File: config.mk
export PLATFORM = sky130hd
export DESIGN_NAME = ser_divratio_load
export DESIGN_NICKNAME = d
export VERILOG_FILES = /design/src/rtl/slink_pkg.sv /design/src/rtl/slink_sync.sv /design/src/rtl/slink_edge.sv /design/src/rtl/slink_shift.sv /design/src/rtl/slink_decode.sv /design/src/rtl/ser_divratio_load.sv
export SDC_FILE = /design/constraint.sdc
export NUM_CORES = 1
export LEC_CHECK = 0
export CAP_MARGIN = 20
export CORE_ASPECT_RATIO = 0.7
export CORE_MARGIN = 2
export CORE_UTILIZATION = 35
export CTS_CLUSTER_DIAMETER = 150
export DETAILED_ROUTE_END_ITERATION = 6
export GPL_TIMING_DRIVEN = 1
export SLEW_MARGIN = 20
export SYNTH_ARGS = -nofsm -noshare
export SYNTH_HDL_FRONTEND = slang
export SYNTH_HIERARCHICAL = 1
export SYNTH_SLANG_ARGS = --single-unit
File: constraint.sdc
create_clock -name clk -period 1.5 [get_ports clk]
set_clock_uncertainty 0.2 [all_clocks]
set_input_delay 0.45 -clock clk [delete_from_list [all_inputs] [get_ports clk]]
set_output_delay 0.45 -clock clk [all_outputs]
set_load 0.02 [all_outputs]
File: src/rtl/slink_pkg.sv
package slink_pkg;

    // Default field widths of the two word formats.
    parameter int unsigned DEF_R_W   = 14;
    parameter int unsigned DEF_A_W   = 7;
    parameter int unsigned DEF_N_W   = 11;
    parameter int unsigned DEF_SYNC  = 2;

    // Meaning of the control bit (word bit 0).
    typedef enum logic {
        WK_COUNTER   = 1'b0,
        WK_REFERENCE = 1'b1
    } word_kind_e;

    function automatic int unsigned max2(input int unsigned a, input int unsigned b);
        return (a > b) ? a : b;
    endfunction

    // Word length in bits for each format.
    function automatic int unsigned ref_len(input int unsigned r_w);
        return r_w + 2;
    endfunction

    function automatic int unsigned cnt_len(input int unsigned a_w, input int unsigned n_w);
        return a_w + n_w + 1;
    endfunction

endpackage

File: src/rtl/slink_sync.sv
// Multi-stage synchronizer, level output only.
module slink_sync #(
    parameter int unsigned STAGES = slink_pkg::DEF_SYNC
) (
    input  logic clk,
    input  logic rst,
    input  logic din,
    output logic lvl
);
    logic [STAGES-1:0] chain_q;

    generate
        if (STAGES == 1) begin : g_one
            always_ff @(posedge clk) begin
                if (rst) chain_q <= '0;
                else     chain_q <= din;
            end
        end else begin : g_many
            always_ff @(posedge clk) begin
                if (rst) chain_q <= '0;
                else     chain_q <= {chain_q[STAGES-2:0], din};
            end
        end
    endgenerate

    assign lvl = chain_q[STAGES-1];
endmodule

File: src/rtl/slink_edge.sv
// Synchronizer followed by rising-edge detection on the synchronized level.
module slink_edge #(
    parameter int unsigned STAGES = slink_pkg::DEF_SYNC
) (
    input  logic clk,
    input  logic rst,
    input  logic din,
    output logic rise
);
    logic lvl;
    logic prev_q;

    slink_sync #(.STAGES(STAGES)) sync_i (
        .clk (clk),
        .rst (rst),
        .din (din),
        .lvl (lvl)
    );

    always_ff @(posedge clk) begin
        if (rst) prev_q <= 1'b0;
        else     prev_q <= lvl;
    end

    assign rise = lvl & ~prev_q;
endmodule

File: src/rtl/slink_shift.sv
// Shift register plus saturating count of bits since the last strobe.
module slink_shift #(
    parameter int unsigned SHIFT_W = 19,
    localparam int unsigned CW     = $clog2(SHIFT_W + 2)
) (
    input  logic               clk,
    input  logic               rst,
    input  logic               shift_stb,
    input  logic               bit_in,
    input  logic               clear_stb,
    output logic [SHIFT_W-1:0] shreg,
    output logic [CW-1:0]      bit_cnt
);
    localparam logic [CW-1:0] CNT_SAT = CW'(SHIFT_W + 1);

    always_ff @(posedge clk) begin
        if (rst) begin
            shreg   <= '0;
            bit_cnt <= '0;
        end else if (clear_stb) begin
            // Strobe wins: a clock edge in the same cycle is dropped.
            bit_cnt <= '0;
        end else if (shift_stb) begin
            shreg <= {shreg[SHIFT_W-2:0], bit_in};
            if (bit_cnt != CNT_SAT) bit_cnt <= bit_cnt + 1'b1;
        end
    end
endmodule

File: src/rtl/slink_decode.sv
// Length check and transfer into the selected register bank.
module slink_decode
    import slink_pkg::*;
#(
    parameter int unsigned R_W     = DEF_R_W,
    parameter int unsigned A_W     = DEF_A_W,
    parameter int unsigned N_W     = DEF_N_W,
    parameter int unsigned SHIFT_W = max2(ref_len(R_W), cnt_len(A_W, N_W)),
    localparam int unsigned CW     = $clog2(SHIFT_W + 2)
) (
    input  logic               clk,
    input  logic               rst,
    input  logic               load_stb,
    input  logic [SHIFT_W-1:0] shreg,
    input  logic [CW-1:0]      bit_cnt,
    output logic [R_W-1:0]     r_val,
    output logic               msel,
    output logic [N_W-1:0]     n_val,
    output logic [A_W-1:0]     a_val,
    output logic               done,
    output logic               err
);
    localparam logic [CW-1:0] REF_LEN_C = CW'(ref_len(R_W));
    localparam logic [CW-1:0] CNT_LEN_C = CW'(cnt_len(A_W, N_W));

    word_kind_e kind;
    logic       ref_ok;
    logic       cnt_ok;

    always_comb begin
        kind   = word_kind_e'(shreg[0]);
        ref_ok = (kind == WK_REFERENCE) && (bit_cnt == REF_LEN_C);
        cnt_ok = (kind == WK_COUNTER)   && (bit_cnt == CNT_LEN_C);
    end

    always_ff @(posedge clk) begin
        if (rst) begin
            r_val <= '0;
            msel  <= 1'b0;
            n_val <= '0;
            a_val <= '0;
            done  <= 1'b0;
            err   <= 1'b0;
        end else begin
            done <= 1'b0;
            if (load_stb) begin
                if (ref_ok) begin
                    r_val <= shreg[R_W:1];
                    msel  <= shreg[R_W+1];
                    done  <= 1'b1;
                    err   <= 1'b0;
                end else if (cnt_ok) begin
                    a_val <= shreg[A_W:1];
                    n_val <= shreg[A_W+N_W:A_W+1];
                    done  <= 1'b1;
                    err   <= 1'b0;
                end else begin
                    err <= 1'b1;
                end
            end
        end
    end
endmodule

File: src/rtl/ser_divratio_load.sv
module ser_divratio_load
    import slink_pkg::*;
#(
    parameter int unsigned R_W    = DEF_R_W,
    parameter int unsigned A_W    = DEF_A_W,
    parameter int unsigned N_W    = DEF_N_W,
    parameter int unsigned STAGES = DEF_SYNC
) (
    input  logic           clk,
    input  logic           rst,
    input  logic           ser_clk_i,
    input  logic           ser_dat_i,
    input  logic           ser_ld_i,
    output logic [R_W-1:0] ref_div_o,
    output logic           mod_sel_o,
    output logic [N_W-1:0] main_div_o,
    output logic [A_W-1:0] swal_div_o,
    output logic           load_done_o,
    output logic           len_err_o
);
    localparam int unsigned SHIFT_W = max2(ref_len(R_W), cnt_len(A_W, N_W));
    localparam int unsigned CW      = $clog2(SHIFT_W + 2);

    // Index 0: serial clock, index 1: load strobe.
    logic [1:0]         edge_in;
    logic [1:0]         edge_rise;
    logic               dat_lvl;
    logic [SHIFT_W-1:0] shreg;
    logic [CW-1:0]      bit_cnt;

    assign edge_in = {ser_ld_i, ser_clk_i};

    generate
        for (genvar gi = 0; gi < 2; gi++) begin : g_edge
            slink_edge #(.STAGES(STAGES)) edge_i (
                .clk  (clk),
                .rst  (rst),
                .din  (edge_in[gi]),
                .rise (edge_rise[gi])
            );
        end
    endgenerate

    // Same depth as the clock path, so data stays aligned with its edge.
    slink_sync #(.STAGES(STAGES)) dat_sync_i (
        .clk (clk),
        .rst (rst),
        .din (ser_dat_i),
        .lvl (dat_lvl)
    );

    slink_shift #(.SHIFT_W(SHIFT_W)) shift_i (
        .clk       (clk),
        .rst       (rst),
        .shift_stb (edge_rise[0]),
        .bit_in    (dat_lvl),
        .clear_stb (edge_rise[1]),
        .shreg     (shreg),
        .bit_cnt   (bit_cnt)
    );

    slink_decode #(
        .R_W     (R_W),
        .A_W     (A_W),
        .N_W     (N_W),
        .SHIFT_W (SHIFT_W)
    ) decode_i (
        .clk      (clk),
        .rst      (rst),
        .load_stb (edge_rise[1]),
        .shreg    (shreg),
        .bit_cnt  (bit_cnt),
        .r_val    (ref_div_o),
        .msel     (mod_sel_o),
        .n_val    (main_div_o),
        .a_val    (swal_div_o),
        .done     (load_done_o),
        .err      (len_err_o)
    );
endmodule

==> metrics <==
outcome finished with violations; failing checks negative setup slack; syn avg cell area 9.49 µm²; Mapped Cells 285; Fill cells 673; most frequent cells in the layout buf_4, nand2b_1, dfxtp_1, nand2_1, dfxtp_2; Unique masters post-synth 32; Skew-Pair Late Insertion Delay 340 ps; Global Route Usage Sum 15.3%; final instance area 4040 µm²; Tot Pwr 0.00345 W; Die Y 77.6 µm; most common cell after layout, fill and taps aside buf_4; Pwr Density 854 nW/µm²; Hold WC Path Type reg -> reg; post-route minimum period 1550 ps; yosys warns 6; largest net degree at the start of global routing 37; syn nets 292; FFs w/ async S/R, synth 0%; number of port buffers 39; CP Class reg -> reg; 1st-iter DRT viols 76; global-route wire length before repair 9940 µm; final setup fails 26; Slew Limit Fails 0; Final period util 103%; Final GP Congestion 0.749; Worst EP required 1570 ps; worst slew pin tran 262 ps; nets@finish 382; Worst EP arrival 1620 ps; Synth Cell Area 2710 µm²; Reg2Reg Depth 6; fraction of layout cells with a size suffix above 1 50.0%; WL per Instance 13.9 µm; area delta synth->final 49.2%; WHS 239 ps; die area 8460 µm²; Worst Setup End Kind flop; Max Cap Viol 0; vias in the first global route 1973; Root Buffer clkbuf_8; Worst-path clk slew 70 ps; Row Count 26; leakage power 1.53 nW; vias per inst 4.75; unrepaired setup endpoints after global routing true; prevailing post-synth register cell dfxtp_1; DP HPWL 4000 µm; worst relative slew slack 82.5%; DR pass1 iterations 4; WHS Path Cells 1; CP Launch Type flop; n_diodes 0; GRT Residual Overflow 0; number of synthesized register bits 67; clk sinks 67; die width 109 µm; drc violations 0; routed vias 2272; register area share after synthesis 49.6%; initial antenna violation count 0; fin worst setup slack -51.2 ps; H-tree levels 3; total I/O pin count 40; clock buffer count from CTS 9; CTS tree yes; Core ar. 7380 µm²; Post-synth EDFFs 0; endpoints failing hold 0; Starting Density 36.6%; clk buf depth 2; VDD IR max 0.420 mV; Fmax 645 MHz; CP max FO 9; Antenna Violating Nets Remaining 0; Cell Area, Placed 3460 µm²; fin util 54.6%; Routed WL 6650 µm
==> sequential cells by signal (all words and copies together), names as in the netlist <==
| signal | count |
|---|---|
| decode_i/done | 1 |
| g_edge.edge_i/sync_i/chain_q | 4 |
| shift_i/bit_cnt | 5 |
| decode_i/err | 1 |
| decode_i/msel | 1 |
| dat_sync_i/chain_q | 2 |
| shift_i/shreg | 19 |
| g_edge.edge_i/prev_q | 2 |
| decode_i/r_val | 14 |
| decode_i/n_val | 11 |
| decode_i/a_val | 7 |
==> synth_stat cells (all sizes together) (2+ instances only) <==
| master | count | area share [%] |
|---|---|---|
| inv | 2 | 0.28 |
| buf | 11 | 3.2 |
| nor2 | 3 | 1.0 |
| nor2b | 12 | 3.9 |
| clkbuf | 7 | 0.97 |
| dfxtp | 67 | 50 |
| nand2b | 37 | 8.6 |
| a21oi | 36 | 8.0 |
| ha | 2 | 0.92 |
| mux2i | 20 | 7.4 |
| nor3 | 2 | 0.37 |
| and3 | 2 | 0.46 |
| nand2 | 43 | 6.0 |
| nand4 | 2 | 0.46 |
| nand3 | 15 | 2.8 |
| o21ai | 15 | 2.8 |
==> critical path, stage by stage (launching register included) <==
cell	delay [ps]
dfxtp_2	330
nor2b_4	140
nand4bb_1	150
buf_6	160
nor2_8	140
buf_12	160
mux2i_1	190
==> per-layer routing <==
layer	track usage, %	part of all wire [%]	routed length [µm]	up-vias
met5	0	0	0	-
met4	5.38	1.3	88	0
met3	5.55	5.0	332	11
met2	21.0	45	2960	47
met1	21.9	49	3260	1069
li1	-	-	-	1145
==> timing repair <==
action                     in CTS  in global routing
pin swaps                       0                 11
setup endpoints to repair      68                 89
resized for setup             173                109
hold buffers                    0                  0
cloned                          1                  6
buffers inserted                3                 10
==> cells by family after synthesis <==
logic type                 count (synthesis)  share of synthesized area, %
AOI/OAI and AO/OA                         52                          11.2
muxes                                     20                          7.40
DFF                                       67                          49.6
adders and majority gates                  2                         0.925
and+or+nand+nor                          122                          25.8
xor gates and xnor gates                   2                         0.648
buffers and inverters                     20                          4.49
==> final timing paths <==
kind         slack (ps)                                             to                                     startpoint
max                 -50                 decode_i/a_val[3]$_SDFFE_PP0P_  g_edge[1].edge_i/sync_i/chain_q[1]$_SDFF_PP0_
min                 240  g_edge[1].edge_i/sync_i/chain_q[1]$_SDFF_PP0_  g_edge[1].edge_i/sync_i/chain_q[0]$_SDFF_PP0_
max reg2reg         -50                 decode_i/a_val[3]$_SDFFE_PP0P_  g_edge[1].edge_i/sync_i/chain_q[1]$_SDFF_PP0_
min reg2reg         240  g_edge[1].edge_i/sync_i/chain_q[1]$_SDFF_PP0_  g_edge[1].edge_i/sync_i/chain_q[0]$_SDFF_PP0_
==> per-stage QoR <==
stage | setup TNS (ps) | cells | worst slack, ps
floorplan | -413 | 285 | -41.3
global placement | -3330 | 444 | -94.3
detailed placement | -3660 | 444 | -102
CTS | -1060 | 463 | -89.2
global route | -3040 | 478 | -127
finish | -528 | 478 | -51.2
==> layout make-up <==
type,count,area (µm²),area share [%]
timing repair buffer,97,957,23.7
clock inverter,2,35.0,0.868
clock buffer,14,153,3.78
multi-input combinational,198,1370,34.0
tap,98,123,3.04
inverter,2,10.0,0.248
sequential,67,1390,34.4
==> report_power, final <==
group	internal, W	switching [W]
clock	0.000814	0.000655
combinational	0.0000937	0.0000878
sequential	0.00179	0.00000655
Power figures use the tool's default switching activity.
